$ cat src/rtl/gpio_irq_detect.sv
module gpio_irq_detect #(
  parameter int NUM_PINS = 64
) (
  input  logic                clk,
  input  logic                rst_n,
  input  logic [NUM_PINS-1:0] pin_lvl,
  input  logic [NUM_PINS-1:0] trig_lvl,
  input  logic [NUM_PINS-1:0] trig_inv,
  input  logic                reg_wr,
  input  logic [7:0]          reg_addr,
  input  logic [31:0]         reg_wdata,
  output logic [31:0]         rd_data,
  output logic                irq
);
  localparam int NW = (NUM_PINS + 31) / 32;
  localparam int PW = NW * 32;
  localparam logic [PW-1:0] PMASK = {PW{1'b1}} >> (PW - NUM_PINS);

  logic [PW-1:0] pin_x, sel_x, inv_x;
  logic [PW-1:0] sts_q, en_q, prev_q;
  logic [PW-1:0] ev, clr, en_wm, wv;
  logic          primed_q;
  logic [1:0]    widx;
  logic          aok, sts_hit, en_hit;

  assign pin_x = PW'(pin_lvl);
  assign sel_x = PW'(trig_lvl);
  assign inv_x = PW'(trig_inv);

  assign widx    = reg_addr[3:2];
  assign aok     = (reg_addr[1:0] == 2'b00) && (int'(widx) < NW);
  assign sts_hit = aok && (reg_addr[7:4] == 4'h8);
  assign en_hit  = aok && (reg_addr[7:4] == 4'h9);
  assign wv      = {NW{reg_wdata}};

  // level: pin equals invert; edge: pin now differs from invert, previously matched
  assign ev = (sel_x & ~(pin_x ^ inv_x))
            | ({PW{primed_q}} & ~sel_x & (pin_x ^ inv_x) & ~(prev_q ^ inv_x));

  for (genvar w = 0; w < NW; w++) begin : g_word
    assign clr[w*32 +: 32]   = (reg_wr && sts_hit && widx == 2'(w)) ? reg_wdata : 32'h0;
    assign en_wm[w*32 +: 32] = (reg_wr && en_hit && widx == 2'(w)) ? PMASK[w*32 +: 32] : 32'h0;
  end

  always_ff @(posedge clk or negedge rst_n) begin
    if (!rst_n) begin
      sts_q    <= '0;
      en_q     <= '0;
      prev_q   <= '0;
      primed_q <= 1'b0;
      irq      <= 1'b0;
    end else begin
      sts_q    <= (sts_q & ~clr) | ev;
      en_q     <= (en_q & ~en_wm) | (wv & en_wm);
      prev_q   <= pin_x;
      primed_q <= 1'b1;
      irq      <= |(sts_q & en_q);
    end
  end

  always_comb begin
    rd_data = 32'h0;
    for (int w = 0; w < NW; w++) begin
      if (widx == 2'(w)) begin
        if (sts_hit) rd_data = sts_q[w*32 +: 32];
        if (en_hit)  rd_data = en_q[w*32 +: 32];
      end
    end
  end

  assert_event_wins_R6: assert property (@(posedge clk) disable iff (!rst_n)
    (ev != '0) |=> ((sts_q & $past(ev)) == $past(ev)));

  assert_w1c_R5: assert property (@(posedge clk) disable iff (!rst_n)
    (clr != '0) |=> ((sts_q & $past(clr & ~ev)) == '0));

  assert_set_by_event_R5: assert property (@(posedge clk) disable iff (!rst_n)
    1'b1 |=> ((sts_q & ~$past(sts_q) & ~$past(ev)) == '0));

  assert_irq_follows_R8: assert property (@(posedge clk) disable iff (!rst_n)
    1'b1 |=> (irq == $past(|(sts_q & en_q))));

  assert_en_write_R7: assert property (@(posedge clk) disable iff (!rst_n)
    (en_wm != '0) |=> ((en_q & $past(en_wm)) == ($past(wv) & $past(en_wm))));

  assert_en_hold_R7: assert property (@(posedge clk) disable iff (!rst_n)
    (en_wm == '0) |=> $stable(en_q));
endmodule

$ cat config.mk
export PLATFORM = sky130hd
export DESIGN_NAME = gpio_irq_detect
export DESIGN_NICKNAME = d
export VERILOG_FILES = /design/src/rtl/gpio_irq_detect.sv
export SDC_FILE = /design/constraint.sdc
export NUM_CORES = 1
export LEC_CHECK = 0
export BUFFER_PORTS_ARGS = -buffer_cell sky130_fd_sc_hd__buf_2
export CAP_MARGIN = 20
export CORE_MARGIN = 4
export CORE_UTILIZATION = 25
export CTS_BUF_LIST = sky130_fd_sc_hd__clkbuf_4 sky130_fd_sc_hd__clkbuf_8
export DETAILED_ROUTE_END_ITERATION = 6
export GPL_TIMING_DRIVEN = 0
export PLACE_DENSITY_LB_ADDON = 0.12
export SLEW_MARGIN = 20
export SYNTH_ARGS = -nofsm -noshare
export SYNTH_HDL_FRONTEND = slang
export SYNTH_SLANG_ARGS = --single-unit
$ cat constraint.sdc
create_clock -name clk -period 4.4 [get_ports clk]
set_input_delay 0.88 -clock clk [delete_from_list [all_inputs] [get_ports clk]]
set_output_delay 0.88 -clock clk [all_outputs]
set_load 0.01 [all_outputs]
Yosys cells after proc, flatten, opt, wreduce, memory -nomap -nowiden
Cells that the tools add are included.
{"block": "op_classes", "magnitude_cmp": 1, "n_reduce_logical": 12, "n_eq_ne": 3, "bitwise_logic": 18, "muxes": 10}
{"cell": "$and 64x64->64", "count": 8}
{"cell": "$mux 32", "count": 10}
{"cell": "$not 64->64", "count": 5}
{"cell": "$or 64x64->64", "count": 3}
{"cell": "$xor 64x64->64", "count": 2}
{"cell": "$reduce_or 64->1", "count": 1}
{"cell": "$logic_and 1x1->1", "count": 9}
{"cell": "$eq 4x4->1 const B", "count": 2}
{"cell": "$logic_not 2->1", "count": 2}
{"cell": "$eq 2x1->1 const B", "count": 1}
{"cell": "$lt 2x2->1 const B", "count": 1}
{"block": "word_totals", "word_cells": 49, "ff_bits": 194, "out_inout_bits": 33, "inputBits": 235}

Logic depth before layout (Yosys ltp)
{"block": "depth", "ltp_word": 9, "depth_mapped": 7, "depth_no_buf": 4}

Worst setup path before layout
Ideal clock, no wire load.
{"block": "synth_path", "kind": "input to output", "startpoint": "input port reg_addr[6]", "endpoint": "output port rd_data[0]", "arrival_ns": 2.458, "path_buffers": 1, "path_slack_ns": 1.062, "stages": 5, "required_time_ns": 3.520, "cell_sequence": "or4b_4 -> or3_4 -> nor2_1 -> clkbuf_1 -> a221o_1"}
{"block": "synth_via", "elab_chain_len": 8, "elab_cells_between_ends": 10, "cone_classes": "2 x eq/ne; 6 x mux; 2 x reduce/logical"}
{"element": "start, declared", "line": "10", "rtl": "input logic [7:0] reg_addr,"}
{"element": "$eq 4x4->1", "line": "32", "rtl": "assign sts_hit = aok && (reg_addr[7:4] == 4'h8);"}
{"element": "$logic_and 1x1->1", "line": "32"}
{"element": "$mux 32", "line": "65", "rtl": "if (sts_hit) rd_data = sts_q[w*32 +: 32];"}
{"element": "$mux 32", "line": "66", "rtl": "if (en_hit) rd_data = en_q[w*32 +: 32];"}
{"element": "$mux 32", "line": "64", "rtl": "if (widx == 2'(w)) begin"}
{"element": "$mux 32", "line": "65"}
{"element": "$mux 32", "line": "66"}
{"element": "$mux 32 *", "line": "64"}
{"element": "end, declared", "line": "12", "rtl": "output logic [31:0] rd_data,"}
Mark *: on every way between the ends. The rest lies on a longest branch, timed or not.

Final worst setup path
Ends and elaborated chain as after synthesis.

==> metrics <==
root buffer selected by CTS clkbuf_8; startpoint class of the critical path input pin; Post-synth EDFFs 0; share of layout cells above drive strength 1 approximately a third; Yosys Warn Count 0; post-detailed-route DRC marker count 0; highest net fanout along the worst path 10; detailed-routing iteration count for the pre-antenna-repair pass 5; starting density of the core 25.3%; die height roughly 210 um; worst vdd ir 182 uV; clock tree from TritonCTS done; critical path data arrival time about 3.5 ns; count of nets left with antenna violations after detail routing 0; global placement routability congestion 0.778; Max Clock Skew ~0.014 ns; most frequent cells in the layout buf_2 (267), dfrtp_1 (194), nand2_1 (111); post-synthesis instance area 10,300 um^2; placement row count 74; share of synthesized registers carrying an async set or reset between 90% and 100%; Final Max Tran Viols 0; kind of end point of the critical path output port; final count of negative-setup-slack endpoints 0; Num CTS Buffers 17; initial antenna violation count 4; aggregate global-route resource usage 18.4%; share of the cycle needed by the critical path after routing 98.5%; accumulated negative setup slack 0 ns; most common library cell in the layout ignoring fill and taps buf_2; Total Power 0.00362 W; number of hold-slack violations in the final timing report 0; total clock sinks ~190; Hold WS 0.226 ns; worst-case headroom to the max-slew limit 27.1%; FF+latch count, synth ~190; average instance area after synthesis 11.1 um^2; DP HPWL 29.9 mm; die boundary width 211 um; Post-Place Setup Slack -0.000440 ns; overall die area 44,500 um^2; portion of the post-synthesis area used by sequential elements between 40 and 50%; reg2reg setup slack 2.00 ns; DRC violation total after the first TritonRoute iteration 402; smallest setup slack after layout 0.0652 ns; Netlist cell types 38; Worst Max-Slew Pin Slew ~1.1 ns; Clock H-tree levels 4; timing-limited maximum frequency between 0.2 and 0.25 GHz; CP Data Required Time ~3.5 ns; status finished clean; global route total overflow 0; leakage power figure 5.75 nW; first-pass GRT wire length between 50 and 60 mm; Via density slightly below 5; IO Port Bufs around 270; worst reg2reg path depth 4; Crit Path Class in2out; Period minus WS final 4.33 ns; terminus of the critical flop-to-flop path irq$_DFF_PN0_; Post-Synthesis Cells 927; DRT Wirelength 41.1 mm; maximum number of pins on one net before global-route repair 84; ANT cells 0; layout net count about 1,500; clock-pin slew on the worst setup and hold paths approximately 0.11 ns; areal power density over the cells 283 nW/um^2; vias after detailed routing 8,591; worst hold path class in2async; buffer depth of the longest clock path 2; number of global-route vias before repair 8,801; predominant post-synthesis flop cell dfrtp_1; Area growth, synth to finish 24.1%; max cap viols 0; insertion delay of the later-clocked pin in the worst-skew pair 0.50 ns; WL/cell 23.4 um; Core Area 40,700 um^2; Top-Level Pins 268; unrepaired setup endpoints after global routing yes; number of nets in the synthesized netlist 1,162
==> timing repair <==
| action | 4_1_cts | 5_1_grt |
|---|---|---|
| gates resized for setup | 0 | 9 |
| buffers inserted | 0 | 0 |
| hold buffers | 0 | 0 |
| endpoints found under the setup margin | 0 | 7 |
==> metrics by stage <==
stage / util [%] / cells / area, um^2
floorplan: - / 927 / 10300
global placement: 30.2 / 1725 / 12300
detailed placement: 30.4 / 1728 / 12400
CTS: 31.3 / 1760 / 12800
global route: 31.3 / 1760 / 12800
finish: 31.3 / 1760 / 12800
==> final cells by class <==
class	instances	area [um^2]
Buffer	36	190
Clock buffer	25	325
Clock inverter	7	73.8
Fill cell	4275	28000
Inverter	1	3.75
Multi-Input combinational cell	696	5250
Sequential cell	194	4850
Tap cell	532	666
Timing Repair Buffer	269	1410
==> worst max-delay path, stage by stage <==
cell and delay [ns]:
buf_2 0.09, or4b_4 0.60, or3_4 0.37, nor2_1 0.18, buf_1 0.80, a221o_1 0.36
buf_2 0.16
==> routing by layer <==
metal | GRT usage, % | wire length [um] | vias up
met5 | 0 | 20 | -
met4 | 4.27 | 620 | 2
met3 | 4.02 | 2090 | 32
met2 | 30.0 | 19300 | 216
met1 | 25.0 | 19100 | 4318
li1 | - | - | 4023
==> synth_stat cells, types with 16 or more instances <==
| cell type | number | area [um^2] |
|---|---|---|
| nor3b_1 | 37 | 278 |
| mux2i_1 | 31 | 310 |
| mux2_4 | 60 | 901 |
| a221o_1 | 85 | 851 |
| nor2_1 | 85 | 319 |
| nand2_1 | 111 | 417 |
| nor2b_1 | 28 | 175 |
| clkbuf_1 | 25 | 93.8 |
| and3b_1 | 36 | 315 |
| a21boi_0 | 27 | 203 |
| xnor2_1 | 63 | 552 |
| o21ai_0 | 63 | 315 |
| dfrtp_1 | 194 | 4850 |
| a22o_1 | 16 | 140 |
| a221oi_1 | 16 | 140 |
==> worst max path at each step <==
stage | startpoint | endpoint | slack (ns) | depth (start not counted)
after floorplan | reg_addr[6] | rd_data[0] | 1.06 | 5
after global placement | rst_n | prev_q[20]$_DFF_PN0_ | -1.57 | 1
after detailed placement | reg_addr[6] | rd_data[0] | -0.0004 | 6
after CTS | reg_addr[6] | rd_data[0] | 0.01 | 6
after global routing | reg_addr[4] | rd_data[0] | -0.02 | 7
final | reg_addr[6] | rd_data[0] | 0.07 | 7
==> where the power goes <==
group / total, W / internal (W) / switching [W]
clock: 0.00125 / 0.000545 / 0.000709
combinational: 0.000500 / 0.000225 / 0.000274
sequential: 0.00186 / 0.00183 / 0.0000315
total: 0.00362 / 0.00260 / 0.00101
==> cells by family (layout without fill, tap and decap cells) <==
kind of cell,count (synthesis),after routing,share of synthesized area [%]
buffers and inverters,37,338,1.81
muxes,96,96,12.4
and+or+nand+nor,317,317,16.2
AOI/OAI and AO/OA,219,219,17.0
other,1,1,0.0364
xor gates and xnor gates,63,63,5.36
DFF,194,194,47.2
(Power assumes the default switching activity.)
